`config.mk`:
```
export PLATFORM = sky130hd
export DESIGN_NAME = aud_tx_fifo
export DESIGN_NICKNAME = d
export VERILOG_FILES = /design/src/rtl/aud_tx_pkg.sv /design/src/rtl/aud_tx_packer.sv /design/src/rtl/aud_tx_banks.sv /design/src/rtl/aud_tx_status.sv /design/src/rtl/aud_tx_fifo.sv
export SDC_FILE = /design/constraint.sdc
export NUM_CORES = 1
export LEC_CHECK = 0
export CORE_MARGIN = 4
export CORE_UTILIZATION = 42
export DETAILED_ROUTE_END_ITERATION = 8
export GPL_ROUTABILITY_DRIVEN = 0
export SLEW_MARGIN = 40
export SYNTH_ARGS = -nofsm -noshare
export SYNTH_HDL_FRONTEND = slang
export SYNTH_SLANG_ARGS = --single-unit
```
`constraint.sdc`:
```
create_clock -name clk -period 3.75 [get_ports clk]
set_input_delay 0.75 -clock clk [delete_from_list [all_inputs] [get_ports clk]]
set_output_delay 0.75 -clock clk [all_outputs]
set_load 0.01 [all_outputs]
```
`src/rtl/aud_tx_pkg.sv`:
```
package aud_tx_pkg;

  localparam int SMP_W = 20;

  typedef enum logic [1:0] {
    SZ16 = 2'd0,
    SZ18 = 2'd1,
    SZ20 = 2'd2,
    SZ12 = 2'd3
  } smp_size_e;

  // align a full-width bus word to the top of a 20-bit sample
  function automatic logic [SMP_W-1:0] align_word(input logic [31:0] w, input smp_size_e sz);
    logic [SMP_W-1:0] r;
    case (sz)
      SZ16:    r = {w[15:0], 4'b0};
      SZ18:    r = {w[17:0], 2'b0};
      SZ20:    r = w[19:0];
      default: r = {w[11:0], 8'b0};
    endcase
    return r;
  endfunction

  // align one 16-bit half in compact mode (only 16- and 12-bit widths)
  function automatic logic [SMP_W-1:0] align_half(input logic [15:0] h, input smp_size_e sz);
    logic [SMP_W-1:0] r;
    if (sz == SZ12) r = {h[11:0], 8'b0};
    else            r = {h, 4'b0};
    return r;
  endfunction

endpackage

```
`src/rtl/aud_tx_packer.sv`:
```
module aud_tx_packer
  import aud_tx_pkg::*;
(
  input  logic [31:0]      wr_data,
  input  logic [1:0]       size_sel,
  input  logic             compact_req,
  output logic [SMP_W-1:0] smp_first,
  output logic [SMP_W-1:0] smp_second,
  output logic             two_smp
);

  smp_size_e sz;

  always_comb begin
    sz      = smp_size_e'(size_sel);
    two_smp = compact_req && ((sz == SZ16) || (sz == SZ12));
    if (two_smp) begin
      smp_first  = align_half(wr_data[15:0], sz);
      smp_second = align_half(wr_data[31:16], sz);
    end else begin
      smp_first  = align_word(wr_data, sz);
      smp_second = '0;
    end
  end

endmodule

```
`src/rtl/aud_tx_banks.sv`:
```
module aud_tx_banks #(
  parameter int DEPTH = 8,
  parameter int SW    = 20,
  localparam int AW   = $clog2(DEPTH),
  localparam int RW   = AW - 1,
  localparam int ROWS = DEPTH / 2
) (
  input  logic          clk,
  input  logic          we_first,
  input  logic          we_second,
  input  logic [AW-1:0] wr_ptr,
  input  logic [SW-1:0] din_first,
  input  logic [SW-1:0] din_second,
  input  logic [RW-1:0] rd_row,
  output logic [SW-1:0] dout_even,
  output logic [SW-1:0] dout_odd
);

  logic [AW-1:0]        ptr_next;
  logic [1:0][SW-1:0]   rd_q;

  assign ptr_next = wr_ptr + AW'(1);

  for (genvar b = 0; b < 2; b++) begin : g_bank
    logic [SW-1:0] mem [ROWS];
    logic          hit_f, hit_s;
    logic [RW-1:0] row;
    logic [SW-1:0] wd;

    assign hit_f = we_first  && (wr_ptr[0]   == 1'(b));
    assign hit_s = we_second && (ptr_next[0] == 1'(b));
    assign row   = hit_f ? wr_ptr[AW-1:1] : ptr_next[AW-1:1];
    assign wd    = hit_f ? din_first : din_second;

    always_ff @(posedge clk) begin
      if (hit_f || hit_s) mem[row] <= wd;
    end

    assign rd_q[b] = mem[rd_row];
  end

  assign dout_even = rd_q[0];
  assign dout_odd  = rd_q[1];

endmodule

```
`src/rtl/aud_tx_status.sv`:
```
module aud_tx_status #(
  parameter int DEPTH = 8,
  localparam int LW   = $clog2(DEPTH) + 1,
  localparam int HALF = DEPTH / 2
) (
  input  logic          clk,
  input  logic          rst,
  input  logic [1:0]    push_cnt,
  input  logic          pop,
  output logic [LW-1:0] level,
  output logic          in_burst,
  output logic          flag_empty,
  output logic          flag_half,
  output logic          flag_full,
  output logic          flag_underrun
);

  logic [LW-1:0] lvl_mid, lvl_fin;
  logic          emp_n, half_n, full_n, und_n;

  always_comb begin
    lvl_mid = level + LW'(push_cnt);
    lvl_fin = pop ? (lvl_mid - LW'(2)) : lvl_mid;
    emp_n   = flag_empty;
    half_n  = flag_half;
    full_n  = flag_full;
    und_n   = flag_underrun;
    // push rules first
    if (push_cnt != 2'd0) begin
      if (lvl_mid != '0) begin
        emp_n = 1'b0;
        und_n = 1'b0;
      end
      if (lvl_mid >= LW'(HALF))  half_n = 1'b0;
      if (lvl_mid >= LW'(DEPTH)) full_n = 1'b1;
    end
    // then drain rules
    if (pop) begin
      full_n = 1'b0;
      if (lvl_fin <= LW'(HALF)) half_n = 1'b1;
      if (lvl_fin == '0) begin
        emp_n = 1'b1;
        und_n = 1'b1;
      end
    end
  end

  always_ff @(posedge clk) begin
    if (rst) begin
      level         <= '0;
      in_burst      <= 1'b0;
      flag_empty    <= 1'b1;
      flag_half     <= 1'b1;
      flag_full     <= 1'b0;
      flag_underrun <= 1'b0;
    end else begin
      level         <= lvl_fin;
      in_burst      <= pop;
      flag_empty    <= emp_n;
      flag_half     <= half_n;
      flag_full     <= full_n;
      flag_underrun <= und_n;
    end
  end


  level_bound_chk: assert property (@(posedge clk) disable iff (rst)
    level <= LW'(DEPTH));


  full_level_chk: assert property (@(posedge clk) disable iff (rst)
    flag_full |-> (level == LW'(DEPTH)));


  underrun_empty_chk: assert property (@(posedge clk) disable iff (rst)
    flag_underrun |-> flag_empty);


  drain_full_chk: assert property (@(posedge clk) disable iff (rst)
    pop |=> !flag_full);

endmodule

```
`src/rtl/aud_tx_fifo.sv`:
```
module aud_tx_fifo
  import aud_tx_pkg::*;
#(
  parameter int DEPTH = 8,
  localparam int AW   = $clog2(DEPTH),
  localparam int LW   = AW + 1,
  localparam int HALF = DEPTH / 2
) (
  input  logic             clk,
  input  logic             rst,
  input  logic             wr_en,
  input  logic [31:0]      wr_data,
  input  logic             chan_en,
  input  logic [1:0]       size_sel,
  input  logic             compact_req,
  input  logic [1:0]       slot_en,
  input  logic             pair_ready,
  output logic             pair_valid,
  output logic [SMP_W-1:0] left_smp,
  output logic [SMP_W-1:0] right_smp,
  output logic             flag_empty,
  output logic             flag_half,
  output logic             flag_full,
  output logic             flag_underrun
);

  logic [SMP_W-1:0] smp_first, smp_second;
  logic             two_smp;
  logic             accept;
  logic             fire;
  logic [1:0]       push_cnt;
  logic [LW-1:0]    level;
  logic             in_burst;
  logic [AW-1:0]    wr_ptr, rd_ptr;

  aud_tx_packer u_packer (
    .wr_data     (wr_data),
    .size_sel    (size_sel),
    .compact_req (compact_req),
    .smp_first   (smp_first),
    .smp_second  (smp_second),
    .two_smp     (two_smp)
  );

  // acceptance judged on the level before any drain in this cycle
  always_comb begin
    if (two_smp) accept = wr_en && ((level + LW'(2)) < LW'(DEPTH));
    else         accept = wr_en && (level < LW'(DEPTH));
    push_cnt = accept ? (two_smp ? 2'd2 : 2'd1) : 2'd0;
  end

  assign pair_valid = chan_en && (slot_en != 2'b00) && (level >= LW'(2)) &&
                      ((level >= LW'(HALF)) || in_burst);
  assign fire       = pair_valid && pair_ready;

  always_ff @(posedge clk) begin
    if (rst) begin
      wr_ptr <= '0;
      rd_ptr <= '0;
    end else begin
      wr_ptr <= wr_ptr + AW'(push_cnt);
      if (fire) rd_ptr <= rd_ptr + AW'(2);
    end
  end

  aud_tx_banks #(.DEPTH(DEPTH), .SW(SMP_W)) u_banks (
    .clk        (clk),
    .we_first   (accept),
    .we_second  (accept && two_smp),
    .wr_ptr     (wr_ptr),
    .din_first  (smp_first),
    .din_second (smp_second),
    .rd_row     (rd_ptr[AW-1:1]),
    .dout_even  (left_smp),
    .dout_odd   (right_smp)
  );

  aud_tx_status #(.DEPTH(DEPTH)) u_status (
    .clk           (clk),
    .rst           (rst),
    .push_cnt      (push_cnt),
    .pop           (fire),
    .level         (level),
    .in_burst      (in_burst),
    .flag_empty    (flag_empty),
    .flag_half     (flag_half),
    .flag_full     (flag_full),
    .flag_underrun (flag_underrun)
  );


  valid_level_chk: assert property (@(posedge clk) disable iff (rst)
    pair_valid |-> (level >= LW'(2)));


  rd_even_chk: assert property (@(posedge clk) disable iff (rst)
    rd_ptr[0] == 1'b0);


  level_ptr_chk: assert property (@(posedge clk) disable iff (rst)
    (wr_ptr - rd_ptr) == level[AW-1:0]);


  burst_stop_chk: assert property (@(posedge clk) disable iff (rst)
    (pair_valid && !pair_ready && (level < LW'(HALF))) |=> !pair_valid);

endmodule

```
; ---- Yosys cells after proc, flatten, opt, wreduce, memory -nomap -nowiden
; Memory sizes are Yosys's and may differ from the RTL's. A register that Yosys moved wholly into a read port is not among the register bits.
; Cells that the tools add are included.
[classes]
n_addsub = 6
order_cmp = 7
eq_ne = 3
n_mux = 33
n_bitwise = 2
reduce_logical = 23
[ops]
columns = op, n
row1 = two-way mux 20 bit, 6
row2 = case mux 20 bit (3 select lines), 1
row3 = two-way mux 1 bit, 17
row4 = two-way mux 2 bit, 8
row5 = logical AND 1 bit, 12
row6 = greater-or-equal comparator 4 x 3 -> 1 bit (second input constant), 2
row7 = < comparator 4 bit (second input constant), 2
row8 = adder 4 x 2 -> 4 bit, 1
row9 = adder 4 x 2 -> 4 bit (second input constant), 1
row10 = == test 2 bit (second input constant), 2
row11 = greater-or-equal comparator 4 x 2 -> 1 bit (second input constant), 1
row12 = greater-or-equal comparator 4 bit (second input constant), 1
row13 = less-or-equal comparator 4 x 3 -> 1 bit (second input constant), 1
row14 = zero test 4 bit, 1
row15 = logical OR 1 bit, 4
row16 = two-way mux 4 bit, 1
row17 = nonzero test 2 bit, 2
row18 = nonzero test 4 bit, 1
row19 = subtractor 4 x 2 -> 4 bit (second input constant), 1
row20 = adder 3 x 1 -> 3 bit (second input constant), 1
row21 = adder 3 x 2 -> 3 bit, 1
row22 = adder 3 x 2 -> 3 bit (second input constant), 1
row23 = == test 2 x 1 -> 1 bit (second input constant), 1
row24 = zero test 2 bit, 1
row25 = other kinds (3), 4
[totals]
regBits = 15
mem_bits_rw = 160
input_bits = 42
elab_cells = 84
n_memories = 2
[mem_list]
columns = memory, words, word_bits, read_ports, rd_clocked_by_memory_dff, write_ports, line
row1 = u_banks.g_bank[0].mem, 4, 20, 1, 1, 1, aud_tx_banks.sv:25  ; logic [SW-1:0] mem [ROWS];
row2 = u_banks.g_bank[1].mem, 4, 20, 1, 1, 1, aud_tx_banks.sv:25

; ---- Logic depth before layout (Yosys ltp)
; Gate-level depths: netlist of run 1.
[depth]
ltp_word = 11
depth_mapped = 14

; ---- By module
; Synthesis of run 1 repeated with hierarchy kept, for this count alone.
[hier_totals]
hier_cells = 493
area_unflattened_um2 = 8154.1
[by_module_without_submodules]
columns = mod, instances, cells_each, area_per_inst_um2
row1 = aud_tx_banks, 1, 284, 6520.0
row2 = aud_tx_packer, 1, 128, 895.9
row3 = aud_tx_status, 1, 50, 464.2
row4 = aud_tx_fifo, 1, 31, 274.0

; ---- Worst setup path after synthesis of run 1
; OpenSTA, ideal clock, no wires.
[synth_timing]
kind = input to register
startpoint = input size_sel[0]
endpoint = memory u_banks.g_bank[1].mem[1][0], enable pin
t_arrival_ns = 3.488
path_slack_ns = -0.163
stages = 8
path_buffers = 2
path_cell_list = inv_1 ha_1 and4b_1 buf_6 mux2i_4 buf_6 nand2_1 o21ai_0
[synth_via]
elab_chain_cells = 9
[synth_rtl]
columns = element, line
row1 = "start, declared", aud_tx_fifo.sv:14  ; input logic [1:0] size_sel,
row2 = == test 2 bit or zero test 2 bit (tied branches), aud_tx_packer.sv:16  ; two_smp = compact_req && ((sz == SZ16) || (sz == SZ12));
row3 = logical OR 1 bit (*), aud_tx_packer.sv:16
row4 = logical AND 1 bit (*), aud_tx_packer.sv:16
row5 = two-way mux 1 bit, aud_tx_fifo.sv:47  ; if (two_smp) accept = wr_en && ((level + LW'(2)) < LW'(DEPTH));
row6 = logical AND 1 bit, aud_tx_fifo.sv:69  ; .we_second (accept && two_smp),
row7 = logical AND 1 bit, aud_tx_banks.sv:31  ; assign hit_s = we_second && (ptr_next[0] == 1'(b));
row8 = logical OR 1 bit, aud_tx_banks.sv:36  ; if (hit_f || hit_s) mem[row] <= wd;
row9 = two-way mux 1 bit, aud_tx_banks.sv:36
row10 = two-way mux 1 bit (not written as such), aud_tx_banks.sv:36
row11 = "end, declared", aud_tx_banks.sv:25
; Mark *: on every way between the ends. The rest lies on a longest branch, timed or not.

; ---- Worst setup path in the final report of run 1
[layout_timing]
startpoint = input size_sel[0]
endpoint = register u_status.flag_half
[layout_via]
elab_chain_cells = 11
[layout_rtl]
columns = element, line
row1 = == test 2 bit or zero test 2 bit (tied branches), aud_tx_packer.sv:16
row2 = logical OR 1 bit (*), aud_tx_packer.sv:16
row3 = logical AND 1 bit (*), aud_tx_packer.sv:16
row4 = two-way mux 2 bit or two-way mux 1 bit (tied branches), "aud_tx_fifo.sv:49, aud_tx_fifo.sv:47"
row5 = two-way mux 2 bit (*), aud_tx_fifo.sv:49  ; push_cnt = accept ? (two_smp ? 2'd2 : 2'd1) : 2'd0;
row6 = adder 4 x 2 -> 4 bit, aud_tx_status.sv:22  ; lvl_mid = level + LW'(push_cnt);
row7 = subtractor 4 x 2 -> 4 bit or greater-or-equal comparator 4 x 3 -> 1 bit (tied branches), "aud_tx_status.sv:23, aud_tx_status.sv:34"
row8 = two-way mux 4 bit or two-way mux 1 bit (tied branches), "aud_tx_status.sv:23, aud_tx_status.sv:34"
row9 = less-or-equal comparator 4 x 3 -> 1 bit or two-way mux 1 bit (tied branches), "aud_tx_status.sv:40, aud_tx_status.sv:29"
row10 = two-way mux 1 bit, aud_tx_status.sv:40  ; if (lvl_fin <= LW'(HALF)) half_n = 1'b1;
row11 = two-way mux 1 bit (*), aud_tx_status.sv:38  ; if (pop) begin
row12 = "end signal, assigned", aud_tx_status.sv:60  ; flag_half <= half_n;
row13 = "end, declared", aud_tx_status.sv:13  ; output logic flag_half,
; Marks and branches as above.
; A chain may end at the register's enable or synchronous reset.

==> run summary, run 1 <==
Outcome -> completed
Layout cells sized above 1 -> 21.98%
Initial core utilization -> 43.09%
First-pass GRT wire length -> 28040 um
Final wirelength -> 17970 um
Flops & latches, synth -> 176
Setup CP Type -> in2reg
Finished Layout Cells -> 897
Wire per inst -> 20.03 um
Routed wl met3 -> 963 um
Clk_lat worst skew -> 0.42 ns
Post-DP HPWL -> 12500 um
LEAKAGE -> 0.003363 uW
Clock buffer depth -> 2
Root buffer cell -> clkbuf_16
Post_cts resized -> 0
Vias -> 4813
Detailed router's first-iteration violation count -> 362
Hold_buf cts -> 0
Port bufs -> 86
WP data arrival -> 3.72 ns
Met1 WL -> 7365 um
Part of the power in registers -> 49.0%
Area after DPL -> 9497 um2
Gr usage total -> 17.09%
FP Rows -> 50
Largest net degree at the start of global routing -> 41
Pwr dens -> 474.0 nW/um2
FFs w/ async S/R, synth -> 0%
CP dominant cell by count -> ha_1
H-Tree Depth -> 4
TritonCTS Sinks -> 176
CTS tree -> built
Sw Share -> 25.46%
Die Footprint -> 21670 um2
Synthesized cell area -> 8140 um2
Top Layer Used -> met4
Die Width -> 147.2 um
Final hold violations -> 0
Residual DRC count -> 0
Logic pwr share -> 15.9%
Finished Cell Area -> 10080 um2
Top Ports -> 87
Max Slew Vio Count -> 0
Min cycle time layout -> 3.428 ns
Delay of the slowest critical-path stage -> 0.48 ns
Crit path max fanout -> 6
Post-CTS Setup Inserts -> 0
Worst slew pin tran -> 0.7297 ns
Initial antenna violation count -> 0
Max frequency -> 291.8 MHz
Syn_nets -> 581
Fin crit share -> 91.40%
Most frequent cells in the layout -> edfxtp_1, clkdlybuf4s50_1, nor2_1
Commonest non-fill, non-tap cell in the layout -> edfxtp_1
CP startpoint kind -> input pin
Post-layout util -> 53.34%
Placed cells -> 865
CP required -> 4.04 ns
Register area share after synthesis -> 62.96%
Switching power -> 1216 uW
Buffers & Inverters on Critical Path -> 2
EDFF count, synth -> 160
Post-DRT Antenna Nets -> 0
NumNets Final -> 675
Worst path cell trace -> clkdlybuf4s50_1, inv_1, ha_1, and4b_1, xnor2_1, nand2_1, nor2_1, ha_1, ha_1, nand2b_1, nor2b_1, o311ai_0, o221ai_1
Vias in the first global route -> 4955
Setup violators final -> 0
Final Total Pwr -> 4776 uW
Fin Setup TNS -> 0 ns
Met2 WL post-DR -> 9475 um
RSZ-0062 raised after global routing -> no
P&R area growth vs syn -> 23.79%
Inserted Clock Buffers -> 17
Cell variety after synth -> 51
Max Cap Violations -> 0
Setup Skew -> 0.009338 ns
Inserted Diodes -> 0
Pint -> 3560 uW
Clock power frac -> 35.1%
Critical-path top delay cell -> clkdlybuf4s50_1
Worst Setup End Kind -> flip-flop
Core Area -> 18890 um2
Yosys warns -> 0
Synth Instances -> 530
Path type of the worst min-delay path -> reg2reg
Fillers -> 1575
Via/cell ratio -> 5.366
Clk slew on worst S/H paths -> 0.07 ns
Avg Synthesized Cell Area -> 15.36 um2
Worst slew margin -> 51.36%
Critical path's top delay family -> simple AND/OR/NAND/NOR gates
Initial DRT Pass Iterations -> 6
Die Y -> 147.2 um
Worst-case vdd ir drop -> 312.4 uV
Synth Flop Type -> edfxtp_1
Gr ovfl total -> 0
routing by layer:
metal  track usage [%]  vias up
met5                 0        -
met4             4.567        0
met3             4.318        9
met2             30.07      144
met1             21.06     2409
li1                  -     2251
worst paths after layout:
path / cells after the start / start / end / slack [ns]
setup / recovery: 13 / size_sel[0] / u_status.flag_half / 0.32
hold / removal: 2 / rd_ptr[2] / flip-flop / 0.54
setup reg to reg: 10 / u_status.level[1] / u_status.flag_half / 0.96
hold reg to reg: 2 / rd_ptr[2] / flip-flop / 0.54
cell type report:
| cell class | instances | area (um2) | area share [%] |
|---|---|---|---|
| multi-input cells | 308 | 2791 | 27.70 |
| flip-flops and latches | 176 | 5127 | 50.88 |
| clock inverters | 15 | 155.1 | 1.540 |
| repair buffers | 112 | 1219 | 12.09 |
| clock buffers | 17 | 425.4 | 4.221 |
| inverters | 9 | 33.78 | 0.3352 |
| well taps | 260 | 325.3 | 3.228 |
synthesized netlist by cell type (2+ instances only):
cell type	number	share of area, %
a211oi_1	2	0.18
nand4_1	2	0.15
a22o_1	2	0.22
edfxtp_1	160	59
nor3b_1	5	0.46
dfxtp_1	16	3.9
xor2_1	2	0.22
inv_1	9	0.41
and3_1	4	0.31
o21ai_1	2	0.12
clkbuf_1	13	0.60
mux2i_4	2	0.55
nand2b_1	5	0.38
mux2i_1	16	2.0
buf_2	13	0.80
buf_6	6	0.83
o31ai_1	4	0.37
nand3b_1	2	0.18
o2bb2ai_1	2	0.22
mux2_2	20	2.8
buf_4	2	0.18
nand3_1	5	0.31
mux4_2	40	11
clkbuf_2	2	0.12
nand2_1	24	1.1
o21ai_0	18	1.1
xnor2_1	8	0.86
nor2_1	54	2.5
nor2b_1	8	0.61
a21oi_1	21	1.3
o211ai_1	3	0.28
a22oi_1	16	1.5
ha_1	9	1.4
mux2_4	9	1.7
nor3_1	8	0.49
logic make-up after synthesis:
kind of cell | synth area share [%]
AND/OR/NAND/NOR | 7.193
multiplexers | 18.01
adder cells (fa/ha/maj) | 1.383
XOR/XNOR | 1.076
buffers and inverters | 2.997
AO/OA/AOI/OAI | 6.379
flip-flops | 62.96
registers in the layout (all words and copies together) (netlist names), named ones only:
| signal | cells |
|---|---|
| u_banks.g_bank.mem | 160 |
| u_status.level | 4 |
| wr_ptr | 3 |
| rd_ptr | 2 |
| u_status.flag_empty | 1 |
| u_status.flag_full | 1 |
| u_status.flag_half | 1 |
| u_status.flag_underrun | 1 |
| u_status.in_burst | 1 |
metrics by stage:
stage,hold slack (ns),setup WS (ns)
finish,0.5410,0.3225
global route,0.5769,0.04876
CTS,0.5443,0.3638
detailed placement,0.5190,-0.07222
global placement,0.5005,0.02909
floorplan,0.4847,-0.1631
tightest hold or removal path, delay by kind of cell (launching register included):
family | cells | cell delay [ns]
simple gates | 1 | 0.10
xor+xnor | 1 | 0.07
flops | 1 | 0.34
power groups by stage:
stage | Combinational, uW | Clock, uW | Sequential [uW]
3_5_place_dp | 768 | 0 | 2380
3_3_place_gp | 757 | 0 | 2370
2_1_floorplan | 421 | 0 | 2370
5_1_grt | 817 | 1810 | 2350
4_1_cts | 771 | 1720 | 2340
6_report | 760 | 1680 | 2340
No activity file was read; power rests on OpenSTA's default activity.
==> inputs of run 2 (changes only) <==
--- a/config.mk
+++ b/config.mk
@@ -5,10 +5,9 @@
 export SDC_FILE = /design/constraint.sdc
 export NUM_CORES = 1
 export LEC_CHECK = 0
-export CORE_MARGIN = 4
+export CORE_MARGIN = 1.5
 export CORE_UTILIZATION = 42
 export DETAILED_ROUTE_END_ITERATION = 8
-export GPL_ROUTABILITY_DRIVEN = 0
 export SLEW_MARGIN = 40
 export SYNTH_ARGS = -nofsm -noshare
 export SYNTH_HDL_FRONTEND = slang
==> run 2 against run 1 <==
Utilization down 0.12 points. Die area shrank 6.7%. Via count up 1.8%. First-iteration DRC count is 13% higher. Final cell count down 0.33%. Final area fell by 0.56%. Critical endpoint is now u_status.flag_empty. Largest power group unchanged.
==> run summary, run 2 (same netlist as run 1, synthesis figures left out) <==
Outcome -> completed
Largest net degree at the start of global routing -> 31 (-24%)
Hold_buf cts -> 0 (unchanged)
Setup CP Type -> in2reg
TritonCTS Sinks -> 176 (unchanged)
Met3 usage -> 4.172% (-0.15 points)
Initial antenna violation count -> 1 (+1)
Post-layout util -> 53.22% (-0.12 points)
Max reg flops -> 160 (unchanged)
Residual DRC count -> 0 (unchanged)
Clk_lat worst skew -> 0.43 ns (about the same)
Largest register by flop count -> u_banks.g_bank.mem
Worst path cell trace -> clkdlybuf4s50_1, inv_1, ha_1, and4b_1, xnor2_1, nand2_1, nor2_1, ha_1, ha_1, nand2b_1, nand2b_1, nand3_1, nor3_1, a221o_1
Post-DP HPWL -> 12030 um (-3.8%)
Sequential Area -> 5127 um2 (unchanged)
R2R Path Start -> u_status.level[1]
Wire per inst -> 20.01 um (about the same)
P&R area growth vs syn -> 23.10%
Met2 Use GR -> 32.02% (+1.9 points)
Detailed router's first-iteration violation count -> 410 (+13%)
Die Footprint -> 20230 um2 (-6.7%)
Pwr dens -> 484.5 nW/um2 (+2.2%)
Initial DRT Pass Iterations -> 5 (-1)
WP data arrival -> 3.81 ns (+0.09 ns)
Setup Skew -> 0.01108 ns (+0.001738 ns)
Setup violators final -> 0 (unchanged)
Final hold violations -> 0 (unchanged)
H-Tree Depth -> 4 (unchanged)
Critical-path top delay cell -> clkdlybuf4s50_1
Clock buffer depth -> 2 (unchanged)
Fin crit share -> 91.73% (+0.33 points)
Crit path max fanout -> 6 (unchanged)
Vias in the first global route -> 4833 (-2.5%)
M1 GR Usage -> 23.31% (+2.2 points)
CTS tree -> built
Gr usage total -> 18.58% (+1.5 points)
NumNets Final -> 671 (-0.59%)
Min cycle time layout -> 3.440 ns (+0.01225 ns)
Max frequency -> 290.7 MHz (-0.36%)
FP Rows -> 50 (unchanged)
Vias -> 4899 (+1.8%)
Port bufs -> 86 (unchanged)
Layout cells sized above 1 -> 21.48% (-0.49 points)
Top Ports -> 87 (unchanged)
Largest regs -> u_banks.g_bank.mem (160), u_status.level (4), wr_ptr (3)
CP dominant cell by count -> ha_1
Worst Setup End Kind -> flip-flop
Max Slew Vio Count -> 0 (unchanged)
Die Y -> 142.2 um (-3.4%)
Setup ws final -> 0.3102 ns (-0.01225 ns)
Worst-case vdd ir drop -> 318.9 uV (+2.1%)
Gr ovfl total -> 0 (unchanged)
Final wirelength -> 17890 um (-0.41%)
Path type of the worst min-delay path -> reg2reg
Hold Startpoint -> u_status.flag_full
Post-CTS Setup Inserts -> 0 (unchanged)
Core Area -> 18830 um2 (-0.33%)
Via/cell ratio -> 5.480 (+2.1%)
CP Launch Point -> size_sel[1]
Gr busiest metal -> met2
CP required -> 4.12 ns (+0.08 ns)
Critical path's top delay family -> simple AND/OR/NAND/NOR gates
Commonest non-fill, non-tap cell in the layout -> edfxtp_1
Area of the multi-input gates -> 2794 um2 (about the same)
Max Cap Violations -> 0 (unchanged)
Die Width -> 142.2 um (-3.4%)
WHS -> 0.5302 ns (-0.01086 ns)
Clk slew on worst S/H paths -> 0.06 ns (about the same)
Root buffer cell -> clkbuf_16
Post-DRT Antenna Nets -> 0 (unchanged)
Worst slew margin -> 52.78% (+1.4 points)
Post_cts resized -> 0 (unchanged)
Most frequent cells in the layout -> edfxtp_1, clkdlybuf4s50_1, nor2_1
Pre-CTS setup slack -> -0.1061 ns (-0.03384 ns)
CP startpoint kind -> input pin
Buffers & Inverters on Critical Path -> 2 (unchanged)
Worst slew pin tran -> 0.7083 ns (-0.02130 ns)
Fillers -> 1544 (-2.0%)
Inserted Clock Buffers -> 17 (unchanged)
LEAKAGE -> 0.003356 uW (-0.20%)
First-pass GRT wire length -> 27430 um (-2.2%)
Initial core utilization -> 43.23% (+0.14 points)
Routability cong. -> 0.8508
RSZ-0062 raised after global routing -> no
Delay of the slowest critical-path stage -> 0.52 ns (+0.04 ns)
## run 2: worst reg2reg max path: stages, from the launching register on
cell and delay, ns:
dfxtp_1 0.60, and4b_1 0.29, xnor2_1 0.13, nand2_1 0.09, nor2_1 0.17, ha_1 0.22
ha_1 0.27, nand2b_1 0.18, nand2b_1 0.14, nand3_1 0.13, nor3_1 0.29, a221o_1 0.18
## run 2: routing by layer
metal  share of wire [%]  vias to the layer above
met2                  51                      172
li1                    -                     2250
met1                  41                     2456
met5                   0                        -
met4                 1.8                        0
met3                 5.5                       21
## run 2: final cells by class
| class | instances | area share, % |
|---|---|---|
| multi-input combinational | 308 | 27.88 |
| timing repair buffer | 108 | 11.36 |
| tap | 260 | 3.246 |
| clock inverter | 15 | 1.736 |
| sequential | 176 | 51.17 |
| antenna | 1 | 0.02497 |
| clock buffer | 17 | 4.245 |
| inverter | 9 | 0.3371 |
## run 2: per-stage QoR
step | cells | area [um2] | power, uW | TNS [ns]
6_report | 894 | 10020 | 4856 | 0
5_1_grt | 893 | 10020 | 5041 | 0
4_1_cts | 893 | 10020 | 4901 | 0
3_5_place_dp | 861 | 9419 | 3130 | -0.2366
3_3_place_gp | 861 | 9419 | 3113 | 0
2_1_floorplan | 530 | 8140 | 2789 | -6.524
## run 2: worst paths after layout
path,slack [ns],cells after the start,end
min,0.53,2,u_status.flag_full
max,0.31,14,u_status.flag_empty
max reg2reg,0.99,11,u_status.flag_empty
min reg2reg,0.53,2,u_status.flag_full
## run 2: power breakdown
part	leakage, uW	switching (uW)	total [uW]	internal [uW]
Combinational	0.00143	374	740	366
Clock	0.000295	771	1770	1000
Sequential	0.00163	40.9	2340	2300
